==> src/rtl/brg_pkg.sv <==
package brg_pkg;
  localparam int NCH        = 2;
  localparam int NSRC       = 4;
  localparam int SRC_IDX_W  = $clog2(NSRC);
  localparam int SRC_W      = 3;
  localparam int PCODE_W    = 2;
  localparam int NM1_W      = 8;
  localparam int RATIO_W    = PCODE_W + NM1_W;
  localparam int PRE_W      = 2 * (2**PCODE_W - 1) + 1;
  localparam int DATA_W     = 32;
  localparam int ADDR_W     = 2;
  localparam int FIELD_W    = 4;
  localparam int FIELD0_LSB = 20;
  localparam int OUTSEL_BIT = DATA_W - 1;

  localparam logic [RATIO_W-1:0] RATIO_RST = RATIO_W'(2);
  localparam logic [DATA_W-1:0]  CTRL_MASK = 32'h80FF_0000;
  localparam logic [ADDR_W-1:0]  ADDR_CTRL = '0;

  typedef struct packed {
    logic [SRC_W-1:0]   src;
    logic [PCODE_W-1:0] pre;
    logic [NM1_W-1:0]   nm1;
  } chCfg_t;

  typedef struct packed {
    logic [NCH-1:0] restart;
  } ctrlStb_t;

  typedef struct packed {
    logic                 valid;
    logic [SRC_IDX_W-1:0] idx;
  } srcSel_t;

  // code -> input index (0:in0, 1:in1, 4:in2, 2:in3)
  function automatic srcSel_t decodeSrc(input logic [SRC_W-1:0] code);
    srcSel_t s;
    s.valid = 1'b1;
    case (code)
      3'd0:    s.idx = SRC_IDX_W'(0);
      3'd1:    s.idx = SRC_IDX_W'(1);
      3'd4:    s.idx = SRC_IDX_W'(2);
      3'd2:    s.idx = SRC_IDX_W'(3);
      default: begin s.valid = 1'b0; s.idx = '0; end
    endcase
    return s;
  endfunction

  // last prescaler count: 2*4^p - 1
  function automatic logic [PRE_W-1:0] preLast(input logic [PCODE_W-1:0] code);
    int sh;
    sh = 2 * int'(code) + 1;
    return PRE_W'((1 << sh) - 1);
  endfunction

  function automatic logic [ADDR_W-1:0] ratioAddr(input int ch);
    return ADDR_W'(ch + 1);
  endfunction

  function automatic int fieldLsb(input int ch);
    return FIELD0_LSB - FIELD_W * ch;
  endfunction
endpackage

==> src/rtl/brg_regs.sv <==
module brg_regs
  import brg_pkg::*;
(
  input  logic                  clk,
  input  logic                  rstN,
  input  logic                  wrEn,
  input  logic [ADDR_W-1:0]     wrAddr,
  input  logic [DATA_W-1:0]     wrData,
  input  logic [ADDR_W-1:0]     rdAddr,
  output logic [DATA_W-1:0]     rdData,
  output chCfg_t [NCH-1:0]      cfg,
  output logic                  outSel,
  output ctrlStb_t              stb
);
  logic [RATIO_W-1:0] ratioQ [NCH];
  logic [FIELD_W-1:0] fieldQ [NCH];
  logic               outSelQ;
  logic               ctrlWr;
  logic [DATA_W-1:0]  ctrlWord;

  assign ctrlWr = wrEn && (wrAddr == ADDR_CTRL);
  assign outSel = outSelQ;

  always_ff @(posedge clk or negedge rstN) begin
    if (!rstN) begin
      outSelQ <= 1'b0;
      for (int c = 0; c < NCH; c++) begin
        ratioQ[c] <= RATIO_RST;
        fieldQ[c] <= '0;
      end
    end else begin
      if (ctrlWr) begin
        outSelQ <= wrData[OUTSEL_BIT];
        for (int c = 0; c < NCH; c++)
          fieldQ[c] <= wrData[fieldLsb(c) +: FIELD_W];
      end
      for (int c = 0; c < NCH; c++)
        if (wrEn && (wrAddr == ratioAddr(c)))
          ratioQ[c] <= wrData[RATIO_W-1:0];
    end
  end

  always_comb begin
    for (int c = 0; c < NCH; c++) begin
      cfg[c].src         = fieldQ[c][SRC_W-1:0];
      cfg[c].pre         = ratioQ[c][RATIO_W-1 -: PCODE_W];
      cfg[c].nm1         = ratioQ[c][NM1_W-1:0];
      stb.restart[c]     = ctrlWr || (wrEn && (wrAddr == ratioAddr(c)));
    end
  end

  always_comb begin
    ctrlWord = '0;
    ctrlWord[OUTSEL_BIT] = outSelQ;
    for (int c = 0; c < NCH; c++)
      ctrlWord[fieldLsb(c) +: FIELD_W] = fieldQ[c];
  end

  always_comb begin
    rdData = '0;
    if (rdAddr == ADDR_CTRL) rdData = ctrlWord;
    for (int c = 0; c < NCH; c++)
      if (rdAddr == ratioAddr(c)) rdData = DATA_W'(ratioQ[c]);
  end

  // control register keeps only masked bits
  p_ctrl_mask_r3: assert property (@(posedge clk) disable iff (!rstN)
    ctrlWr |=> (ctrlWord == ($past(wrData) & CTRL_MASK)))
    else $error("control mask violated");

  for (genvar g = 0; g < NCH; g++) begin : gChk
    // ratio keeps low bits of the written word
    p_ratio_keep_r2: assert property (@(posedge clk) disable iff (!rstN)
      (wrEn && (wrAddr == ratioAddr(g))) |=> (ratioQ[g] == $past(wrData[RATIO_W-1:0])))
      else $error("ratio write not captured");
  end
endmodule

==> src/rtl/brg_chan.sv <==
module brg_chan
  import brg_pkg::*;
(
  input  logic             clk,
  input  logic             rstN,
  input  logic [NSRC-1:0]  srcTick,
  input  chCfg_t           cfg,
  input  logic             restart,
  output logic             pulse
);
  srcSel_t          sel;
  logic             tickSel;
  logic [PRE_W-1:0] preCnt;
  logic [PRE_W-1:0] preEnd;
  logic [NM1_W-1:0] postCnt;
  logic             preWrap;

  always_comb begin
    sel     = decodeSrc(cfg.src);
    tickSel = sel.valid && srcTick[sel.idx];
    preEnd  = preLast(cfg.pre);
    preWrap = tickSel && (preCnt == preEnd);
  end

  always_ff @(posedge clk or negedge rstN) begin
    if (!rstN) begin
      preCnt  <= '0;
      postCnt <= '0;
      pulse   <= 1'b0;
    end else if (restart || !sel.valid) begin
      preCnt  <= '0;
      postCnt <= '0;
      pulse   <= 1'b0;
    end else begin
      pulse <= 1'b0;
      if (preWrap) begin
        preCnt <= '0;
        if (postCnt == cfg.nm1) begin
          postCnt <= '0;
          pulse   <= 1'b1;
        end else begin
          postCnt <= postCnt + 1'b1;
        end
      end else if (tickSel) begin
        preCnt <= preCnt + 1'b1;
      end
    end
  end

  // a restart leaves the channel at zero with no pulse
  p_restart_clear_r7: assert property (@(posedge clk) disable iff (!rstN)
    restart |=> (preCnt == '0 && postCnt == '0 && !pulse))
    else $error("restart did not clear channel");

  // an unmapped source code silences the channel
  p_silent_r6: assert property (@(posedge clk) disable iff (!rstN)
    !sel.valid |=> !pulse)
    else $error("pulse from invalid source");

  // pulses are one cycle wide
  p_single_pulse_r8: assert property (@(posedge clk) disable iff (!rstN)
    pulse |=> !pulse)
    else $error("pulse wider than one cycle");

  // a pulse is always preceded by a counted tick
  p_pulse_needs_tick_r4: assert property (@(posedge clk) disable iff (!rstN)
    $rose(pulse) |-> $past(tickSel))
    else $error("pulse without source tick");

  // counters stay inside the programmed range
  p_count_bound_r4: assert property (@(posedge clk) disable iff (!rstN)
    (preCnt <= preEnd) && (postCnt <= cfg.nm1))
    else $error("counter out of range");
endmodule

==> src/rtl/brg_dp.sv <==
module brg_dp
  import brg_pkg::*;
(
  input  logic             clk,
  input  logic             rstN,
  input  logic [NSRC-1:0]  srcTick,
  input  chCfg_t [NCH-1:0] cfg,
  input  ctrlStb_t         stb,
  input  logic             outSel,
  output logic [NCH-1:0]   rateTick,
  output logic             mstrTick
);
  for (genvar g = 0; g < NCH; g++) begin : gCh
    brg_chan u_chan (
      .clk     (clk),
      .rstN    (rstN),
      .srcTick (srcTick),
      .cfg     (cfg[g]),
      .restart (stb.restart[g]),
      .pulse   (rateTick[g])
    );
  end

  assign mstrTick = outSel ? rateTick[NCH-1] : rateTick[0];
endmodule

==> src/rtl/audio_brg.sv <==
module audio_brg
  import brg_pkg::*;
(
  input  logic              clk,
  input  logic              rstN,
  input  logic [NSRC-1:0]   srcTick,
  input  logic              wrEn,
  input  logic [ADDR_W-1:0] wrAddr,
  input  logic [DATA_W-1:0] wrData,
  input  logic [ADDR_W-1:0] rdAddr,
  output logic [DATA_W-1:0] rdData,
  output logic [NCH-1:0]    rateTick,
  output logic              mstrTick
);
  chCfg_t [NCH-1:0] cfg;
  ctrlStb_t         stb;
  logic             outSel;

  brg_regs u_regs (
    .clk    (clk),
    .rstN   (rstN),
    .wrEn   (wrEn),
    .wrAddr (wrAddr),
    .wrData (wrData),
    .rdAddr (rdAddr),
    .rdData (rdData),
    .cfg    (cfg),
    .outSel (outSel),
    .stb    (stb)
  );

  brg_dp u_dp (
    .clk      (clk),
    .rstN     (rstN),
    .srcTick  (srcTick),
    .cfg      (cfg),
    .stb      (stb),
    .outSel   (outSel),
    .rateTick (rateTick),
    .mstrTick (mstrTick)
  );
endmodule

==> config.mk <==
export PLATFORM = sky130hd
export DESIGN_NAME = audio_brg
export DESIGN_NICKNAME = d
export VERILOG_FILES = /design/src/rtl/brg_pkg.sv /design/src/rtl/brg_regs.sv /design/src/rtl/brg_chan.sv /design/src/rtl/brg_dp.sv /design/src/rtl/audio_brg.sv
export SDC_FILE = /design/constraint.sdc
export NUM_CORES = 1
export LEC_CHECK = 0
export ABC_AREA = 1
export BUFFER_PORTS_ARGS = -buffer_cell sky130_fd_sc_hd__buf_2
export CORE_UTILIZATION = 60
export DETAILED_ROUTE_END_ITERATION = 8
export HOLD_SLACK_MARGIN = 0.03
export PLACE_DENSITY_LB_ADDON = 0.2
export REMOVE_ABC_BUFFERS = 1
export SLEW_MARGIN = 40
export SYNTH_ARGS = -nofsm -noshare
export SYNTH_HDL_FRONTEND = slang
export SYNTH_SLANG_ARGS = --single-unit
==> constraint.sdc <==
create_clock -name clk -period 3.2 [get_ports clk]
set_clock_uncertainty 0.1 [all_clocks]
set_input_delay 0.48 -clock clk [delete_from_list [all_inputs] [get_ports clk]]
set_output_delay 0.48 -clock clk [all_outputs]
set_load 0.02 [all_outputs]
* Yosys cells after proc, flatten, opt, wreduce, memory -nomap -nowiden *
Index checks and enable logic that the tools add are counted.

word-level totals
  register bits = 61
  word-level logic and storage cells = 90
  input port bits = 43

operators by class
  reduce and logical (&&, ||, !) cells = 23
  equality and inequality tests = 14
  $add $sub $neg = 8
  shifts and indexed selects = 2
  order comparisons = 2
  mux-type cells = 30

operators with widths
  cell                                                                  number
  32-bit 2-to-1 mux                                                     3
  8-bit 2-to-1 mux                                                      6
  7-bit 2-to-1 mux                                                      6
  8-bit by 1-bit adder with 8-bit output, second input constant         2
  8-bit == test                                                         2
  7-bit by 1-bit adder with 7-bit output, second input constant         2
  7-bit == test                                                         2
  1-bit by 4-bit << shifter with 7-bit output, first input constant     2
  7-bit by 2-bit subtractor with 7-bit output, second input constant    2
  2-bit one-hot mux with 3 select lines                                 2
  1-bit 2-to-1 mux                                                      11
  3-bit by 1-bit adder with 4-bit output, second input constant         2
  4-bit OR reduction                                                    2
  1-bit logical AND                                                     7
  3-bit by 1-bit == test with 1-bit output, second input constant       2
  3-bit by 2-bit == test with 1-bit output, second input constant       2
  3-bit == test, second input constant                                  2
  3-bit logical NOT                                                     2
  2-bit by 3-bit < comparator with 1-bit output, second input constant  2
  3-bit nonzero test                                                    2
  1-bit binary-select mux with 2-bit select                             2
  2-bit by 1-bit == test with 1-bit output, second input constant       2
  2-bit == test, second input constant                                  2
  2-bit logical NOT                                                     2
  3 further kinds                                                       8

* Longest topological paths before layout *
Gate-level depths: netlist (run 1).

  word-level depth = 8
  gate-level depth with buffers = 12

* Hierarchy *
Synthesis (run 1) repeated with hierarchy kept, for this count alone.

second synthesis, totals
  cell total of the unflattened synthesis = 565
  area, all modules = 4,226.6 um2

by module, submodules not included
  module    cells each  area an instance (um2)  seq. area each (um2)  instances
  brg_chan  177         1,312.5                 400.4                 2
  brg_regs  207         1,586.5                 728.2                 1
  brg_dp    4           15.0                    0.0                   1

* Worst setup path before layout (run 1) *
Ideal clock, no wire load.

  path kind = input -> output
  start = input rdAddr[0]
  end = output rdData[8]
  data arrival time = 1,326 ps
  setup slack = 1,294 ps
  stages on the path = 5
  cells stage by stage = clkbuf_1 -> inv_1 -> clkbuf_1 -> nand3_1 -> o21ai_0

between the ends
  longest elaborated chain between the ends = 3

RTL lines
  what                                      RTL line         RTL
  from (decl)                               audio_brg.sv:10  input logic [ADDR_W-1:0] rdAddr,
  2-bit by 1-bit == test with 1-bit output  brg_regs.sv:63   if (rdAddr == ratioAddr(c)) rdData = DATA_W'(ratioQ[c]);
  32-bit 2-to-1 mux                         brg_regs.sv:63
  32-bit 2-to-1 mux (*)                     brg_regs.sv:63
  to (decl)                                 audio_brg.sv:11  output logic [DATA_W-1:0] rdData,

Mark *: on every way between the ends. The rest lies on a longest branch, timed or not.

* Final worst setup path (run 1) *
  start = input rdAddr[1]
  end = output rdData[31]

between the ends
  longest elaborated chain between the ends = 4

RTL lines
  what                   RTL line        RTL
  2-bit logical NOT      brg_regs.sv:61  if (rdAddr == ADDR_CTRL) rdData = ctrlWord;
  32-bit 2-to-1 mux      brg_regs.sv:61
  32-bit 2-to-1 mux      brg_regs.sv:63
  32-bit 2-to-1 mux (*)  brg_regs.sv:63

Marked as above.

==> impl_metrics.toml, run 1 <==
[clock_tree]
cts-root-buf = "clkbuf_8"
postCtsSetupBuffers = 0
clock_latency_ns = 0.34
cts_tree = "done"
clock_tree.buffer_depth = 2
cts_buffers = 9
cts_max_level = 3
clock_sinks = 61
clk_pin_slew_ns = 0.07
hold_buffers = 0
ctsResizeCount = 0

[outcome]
status = "finished, final reports clean"

[power]
leakagePower_nw = 2.43
powerDensity_mw_per_mm2 = 477
power_w = 0.00208
ir_drop_v = 0.000331

[synthesis]
synth_compound_area_share_pct = 5.87
ys_warn_count = 0
synth_top_family_by_area = "simple AND/OR/NAND/NOR gates"
ys_types = 34
syn-cell-area_sq_mm = 0.00393
synth_seq_cells = 61
yosys.area_share.adder_pct = 1.28
synthXorXnorAreaFrac_pct = 8.70
avgSynthCellArea_sq_um = 7.53
synthCells = 521
muxShareOfSynthArea_pct = 0
synth-simple-area-share_pct = 34.4
seq_area_frac_synth_pct = 39.0

[route]
dr.first_iter.drc_count = 314
wl_per_cell_um = 13.1
vias = 3493
avgViaCountPerCell = 5.39
ant_nets = 0
drc_errors = 0
routed_wl_mm = 8.48
first_pass_iters = 4

[layout]
seq_area_sq_mm = 0.00153
drive_above_1_share_pct = 17.2
n_antenna_cell = 0
multi_input_comb_area_sq_mm = 0.00202
area_delta_synth_final_pct = 11.2
nets = 613
final_util_pct = 68.7
fill_cells = 534

[floorplan]
ioPinCount = 78
rows = 29
fp.dieH_um = 82.9
dieArea_sq_mm = 0.00687
start_util_pct = 61.8
core_sq_mm = 0.00635
die_width_um = 82.9

[grt]
grt_overflow = 0
antenna_found_initial = 0
grt_pass1_vias = 3198
track_usage_pct = 26.2
grt_first_pass_wirelength_mm = 14.7
grt_max_degree = 34

[hold_path]
hold_class = "in2async"

[sta]
clock.fmax_mhz = 463
hold_violations = 0
worstMarginPinSlew_ns = 0.703
min_period_ns = 2.16
setup_tns_ns = 0
slew_viol_final = 0
final.period_utilization_pct = 67.4
rsz0062_at_grt = "false"
hold_slack_ns = 0.0797
setup_viol = 0
slew_headroom_pct = 53.1

[run]
maxCapViolCount = 0

[setup_path]
worstPathRequired_ns = 2.62
cp_slowest_cell = "nand2_1"
cp_common_cell = "buf_2"
crit_type = "in2out"
r2r-start = "u_regs.cfg[24]"
cp-end-kind = "output pin"
slowest_delay_ns = 0.35
r2r_end = "u_dp.gCh[1].u_chan.postCnt[0]"
reg2reg_slack_ns = 1.30
critPathMaxFanout = 11
start_kind = "primary input"
path_cells = "buf_2, clkinv_1, nand2_1, nor2_1, buf_2"
r2r_cells = 5
cp.arrival_ns = 1.58

[placement]
portBuffers = 51
gp_congestion = 0.851
dp_hpwl_mm = 6.18
[how the worst max path moves through the flow]
stage               startpoint    endpoint  cells past startpoint
floorplan            rdAddr[0]  rdData[16]                      3
global placement     rdAddr[1]  rdData[16]                      5
detailed placement   rdAddr[1]  rdData[23]                      5
CTS                  rdAddr[1]  rdData[23]                      5
global route         rdAddr[1]  rdData[19]                      5
finish               rdAddr[1]  rdData[31]                      5
[layer usage]
layer / vias up / share of wire [%] / GRT usage (%)
li1: 1727 / - / -
met1: 1643 / 45 / 35.6
met2: 117 / 48 / 42.6
met3: 6 / 5.9 / 6.36
met4: 0 / 0.65 / 6.11
met5: - / 0 / 0
[cells by family (layout without fill, tap and decap cells)]
| family | Yosys count | after routing |
|---|---|---|
| flip-flops | 61 | 61 |
| other | 1 | 13 |
| AO/OA/AOI/OAI | 41 | 41 |
| buffers and inverters | 91 | 129 |
| XOR/XNOR | 39 | 39 |
| AND/OR/NAND/NOR | 284 | 284 |
| adder cells (fa/ha/maj) | 4 | 4 |
[cell usage after synthesis, drive strengths merged]
library cell / n / area (sq um)
ha: 4 / 50.1
clkbuf: 10 / 38.8
nand2: 122 / 485
nor3: 4 / 30.0
or2: 1 / 6.26
a21oi: 11 / 62.6
dfstp: 2 / 52.6
o21ai: 28 / 148
buf: 21 / 158
nand3: 72 / 383
inv: 58 / 218
o22ai: 1 / 12.5
o21bai: 1 / 7.51
xor2: 24 / 210
conb: 1 / 3.75
nand4: 23 / 144
clkinv: 2 / 7.51
dfrtp: 59 / 1480
xnor2: 15 / 131
nor2: 62 / 300
[through the flow]
stage                     setup WS (ns)  instance area [sq um]  instances
after floorplan                    1.45                   3770        502
after global placement             1.11                   4150        632
after detailed placement           1.07                   4150        632
after CTS                          1.07                   4360        648
after global routing              0.906                   4360        648
final                              1.04                   4360        648
[cell usage in the layout (no fill, tap or decap), types with 15 or more instances in the layout]
cell type and instances:
o21ai_0 26, inv_1 54, buf_2 51, dfrtp_1 59, xnor2_1 15, nor2_1 54, xor2_1 24, nand4_1 23
nand2_1 117, nand3_1 69
[report_power, final]
part	internal, W	switching [W]	total, W
Clock	0.000402	0.000319	0.000721
Sequential	0.000837	0.0000703	0.000907
Combinational	0.000143	0.000310	0.000453
Total	0.00138	0.000699	0.00208
[registers in the layout, summed over array words and instances, names as in the netlist]
| name | count |
|---|---|
| u_regs.ctrlWord | 2 |
| u_regs.outSel | 1 |
| u_regs.cfg | 26 |
| u_dp.gCh.u_chan.preCnt | 14 |
| u_dp.gCh.u_chan.postCnt | 16 |
| u_dp.gCh.u_chan.pulse | 2 |
[critical path: cells and delay by family]
family | cells | cell delay [ns]
buf+inv | 3 | 0.66
simple gates | 2 | 0.43
[layout make-up]
type                    count  share of cell area [%]
multi-input cells         381                    46.3
flip-flops and latches     61                    35.0
repair buffers             53                    6.48
inverters                  60                    5.16
clock buffers              11                    3.47
well taps                  77                    2.21
clock inverters             5                    1.35
No activity file was read; power rests on OpenSTA's default activity.
==> run 2, diff against run 1 <==
--- a/config.mk
+++ b/config.mk
@@ -7,7 +7,7 @@
 export LEC_CHECK = 0
 export ABC_AREA = 1
 export BUFFER_PORTS_ARGS = -buffer_cell sky130_fd_sc_hd__buf_2
-export CORE_UTILIZATION = 60
+export CORE_UTILIZATION = 50
 export DETAILED_ROUTE_END_ITERATION = 8
 export HOLD_SLACK_MARGIN = 0.03
 export PLACE_DENSITY_LB_ADDON = 0.2
==> constraint.sdc (replaced) <==
create_clock -name clk -period 1.8 [get_ports clk]
set_clock_uncertainty 0.1 [all_clocks]
set_input_delay 0.27 -clock clk [delete_from_list [all_inputs] [get_ports clk]]
set_output_delay 0.27 -clock clk [all_outputs]
set_load 0.02 [all_outputs]
==> run 2 against run 1 <==
Against the previous run:
- critical path depth down 2
- routed wire length up 3.4%
- non-clock buffer count up 12
- cell count up 5.2%
- largest power group unchanged
- highest routed layer unchanged
==> impl_metrics.toml, run 2 (same netlist as run 1, synthesis figures left out) <==
[floorplan]
rows = 31
fp.dieH_um = 90.6
core_sq_mm = 0.00741
ioPinCount = 78
dieArea_sq_mm = 0.00821
start_util_pct = 53.0
die_width_um = 90.6

[clock_tree]
cts-root-buf = "clkbuf_8"
clk_pin_slew_ns = 0.07
cts_buffers = 9
cts_tree = "done"
clock_tree.buffer_depth = 2
clock_sinks = 61
clock_latency_ns = 0.34
cts_max_level = 3

[layout]
stdcell_count = 682
multi_input_comb_area_sq_mm = 0.00202
drive_above_1_share_pct = 19.4
n_antenna_cell = 0
largest_reg_flops = 26
final_common_cell = "nand2_1"
nets = 625
seq_area_sq_mm = 0.00153
area_delta_synth_final_pct = 15.8
layout_common_cells = "nand2_1, nand3_1, dfrtp_1"
fill_cells = 662

[grt]
grt_max_degree = 25
grt_pass1_vias = 3305
use_met3_pct = 3.54
antenna_found_initial = 0
grt_util_met1_pct = 29.8
use_met2_pct = 37.1
track_usage_pct = 22.6
top_usage_layer = "met2"
grt_overflow = 0
grt_first_pass_wirelength_mm = 14.9

[hold_path]
hold_class = "in2reg"

[setup_path]
crit_family = "flip-flops"
crit_buf_inv = 2
cp-end-kind = "output pin"
path_cells = "inv_1, o21ai_0, buf_2"
critPathMaxFanout = 6
start_kind = "flop"
slowest_delay_ns = 0.43
worstPathRequired_ns = 1.43
crit_type = "reg2out"
cp.arrival_ns = 1.33
cp_slowest_cell = "dfrtp_2"

[sta]
final.period_utilization_pct = 94.7
slew_headroom_pct = 58.3
min_period_ns = 1.70
setup_viol = 0
slew_viol_final = 0
hold_slack_ns = 0.0781
hold_violations = 0
layout_setup_ws_ns = 0.0959
worstMarginPinSlew_ns = 0.624
clock.fmax_mhz = 587

[power]
power_w = 0.00391
powerDensity_mw_per_mm2 = 860
ir_drop_v = 0.000435
power_switching_w = 0.00125
p_clk_share_pct = 36.0
swShare_pct = 32.0
pwr-share-comb_pct = 22.7
leakagePower_nw = 2.51
p_int_w = 0.00266
pwr-share-seq_pct = 41.3

[route]
first_pass_iters = 5
drc_errors = 0
dr.first_iter.drc_count = 148
vias = 3468
routed_wl_mm = 8.77
wl_per_cell_um = 12.9
avgViaCountPerCell = 5.09
ant_nets = 0

[placement]
portBuffers = 51
dp_hpwl_mm = 6.42
pre_cts_ws_ns = 0.0807
gp_congestion = 0.840
place_inst = 663

[outcome]
status = "finished, final reports clean"

[run]
maxCapViolCount = 0
[run 2: changes by cell type in the layout (fill, tap and decap cells not counted), moves of 2 or more]
cell	change
clkinvlp_4	-2
buf_4	+8
buf_12	+3
dfrtp_1	-3
dfrtp_2	+3
[run 2: tightest hold or removal path: stages]
cell,delay (ns)
buf_2,0.10
inv_1,0.06
o21ai_0,0.08
[run 2: power groups by stage]
stage                     Clock [W]  Combinational [W]  Sequential, W
after floorplan                   0           0.000582        0.00160
after global placement            0           0.000828        0.00163
after CTS                   0.00143           0.000858        0.00161
after global routing        0.00149           0.000989        0.00163
final                       0.00141           0.000889        0.00161
after detailed placement          0           0.000848        0.00163
[run 2: repair_timing]
action | 4_1_cts | 5_1_grt
gates resized for setup | 0 | 6
hold buffers | 1 | 0
hold endpoints to repair | 15 | 0
setup endpoints to repair | 0 | 18
buffers inserted | 0 | 2
[run 2: per-stage QoR]
stage                     utilization, %  setup TNS [ns]  area [sq um]
after CTS                           60.9               0          4510
after detailed placement            57.7               0          4270
final                               61.3               0          4540
after global placement              57.7               0          4270
after global routing                61.3         -0.0107          4540
after floorplan                        -               0          3770
[run 2: layout make-up]
cell class / count / share of cell area [%]
Sequential cell: 61 / 33.7
Clock buffer: 12 / 3.41
Timing Repair Buffer: 65 / 9.09
Clock inverter: 4 / 1.54
Tap cell: 99 / 2.73
Multi-Input combinational cell: 381 / 44.5
Inverter: 60 / 4.96
[run 2: layer usage]
layer	vias to the layer above	wire length [um]	share of wire (%)
met2	93	4040	46
met1	1606	4140	47
met4	0	107	1.2
met3	9	482	5.5
met5	-	0	0
li1	1760	-	-
[run 2: worst paths after layout]
kind | start | endpoint | slack, ns | cells past startpoint
setup / recovery | u_regs.cfg[8] | rdData[8] | 0.1 | 3
hold / removal | wrData[1] | u_regs.cfg[14] | 0.08 | 3
setup reg to reg | u_dp.gCh[0].u_chan.postCnt[2] | u_dp.gCh[0].u_chan.pulse | 0.13 | 6
hold reg to reg | u_regs.cfg[1] | u_regs.cfg[1] | 0.41 | 2
max in group asynchronous | rstN | u_regs.cfg[1] | 0.72 | 3
min in group asynchronous | rstN | u_dp.gCh[0].u_chan.preCnt[1] | 0.31 | 2
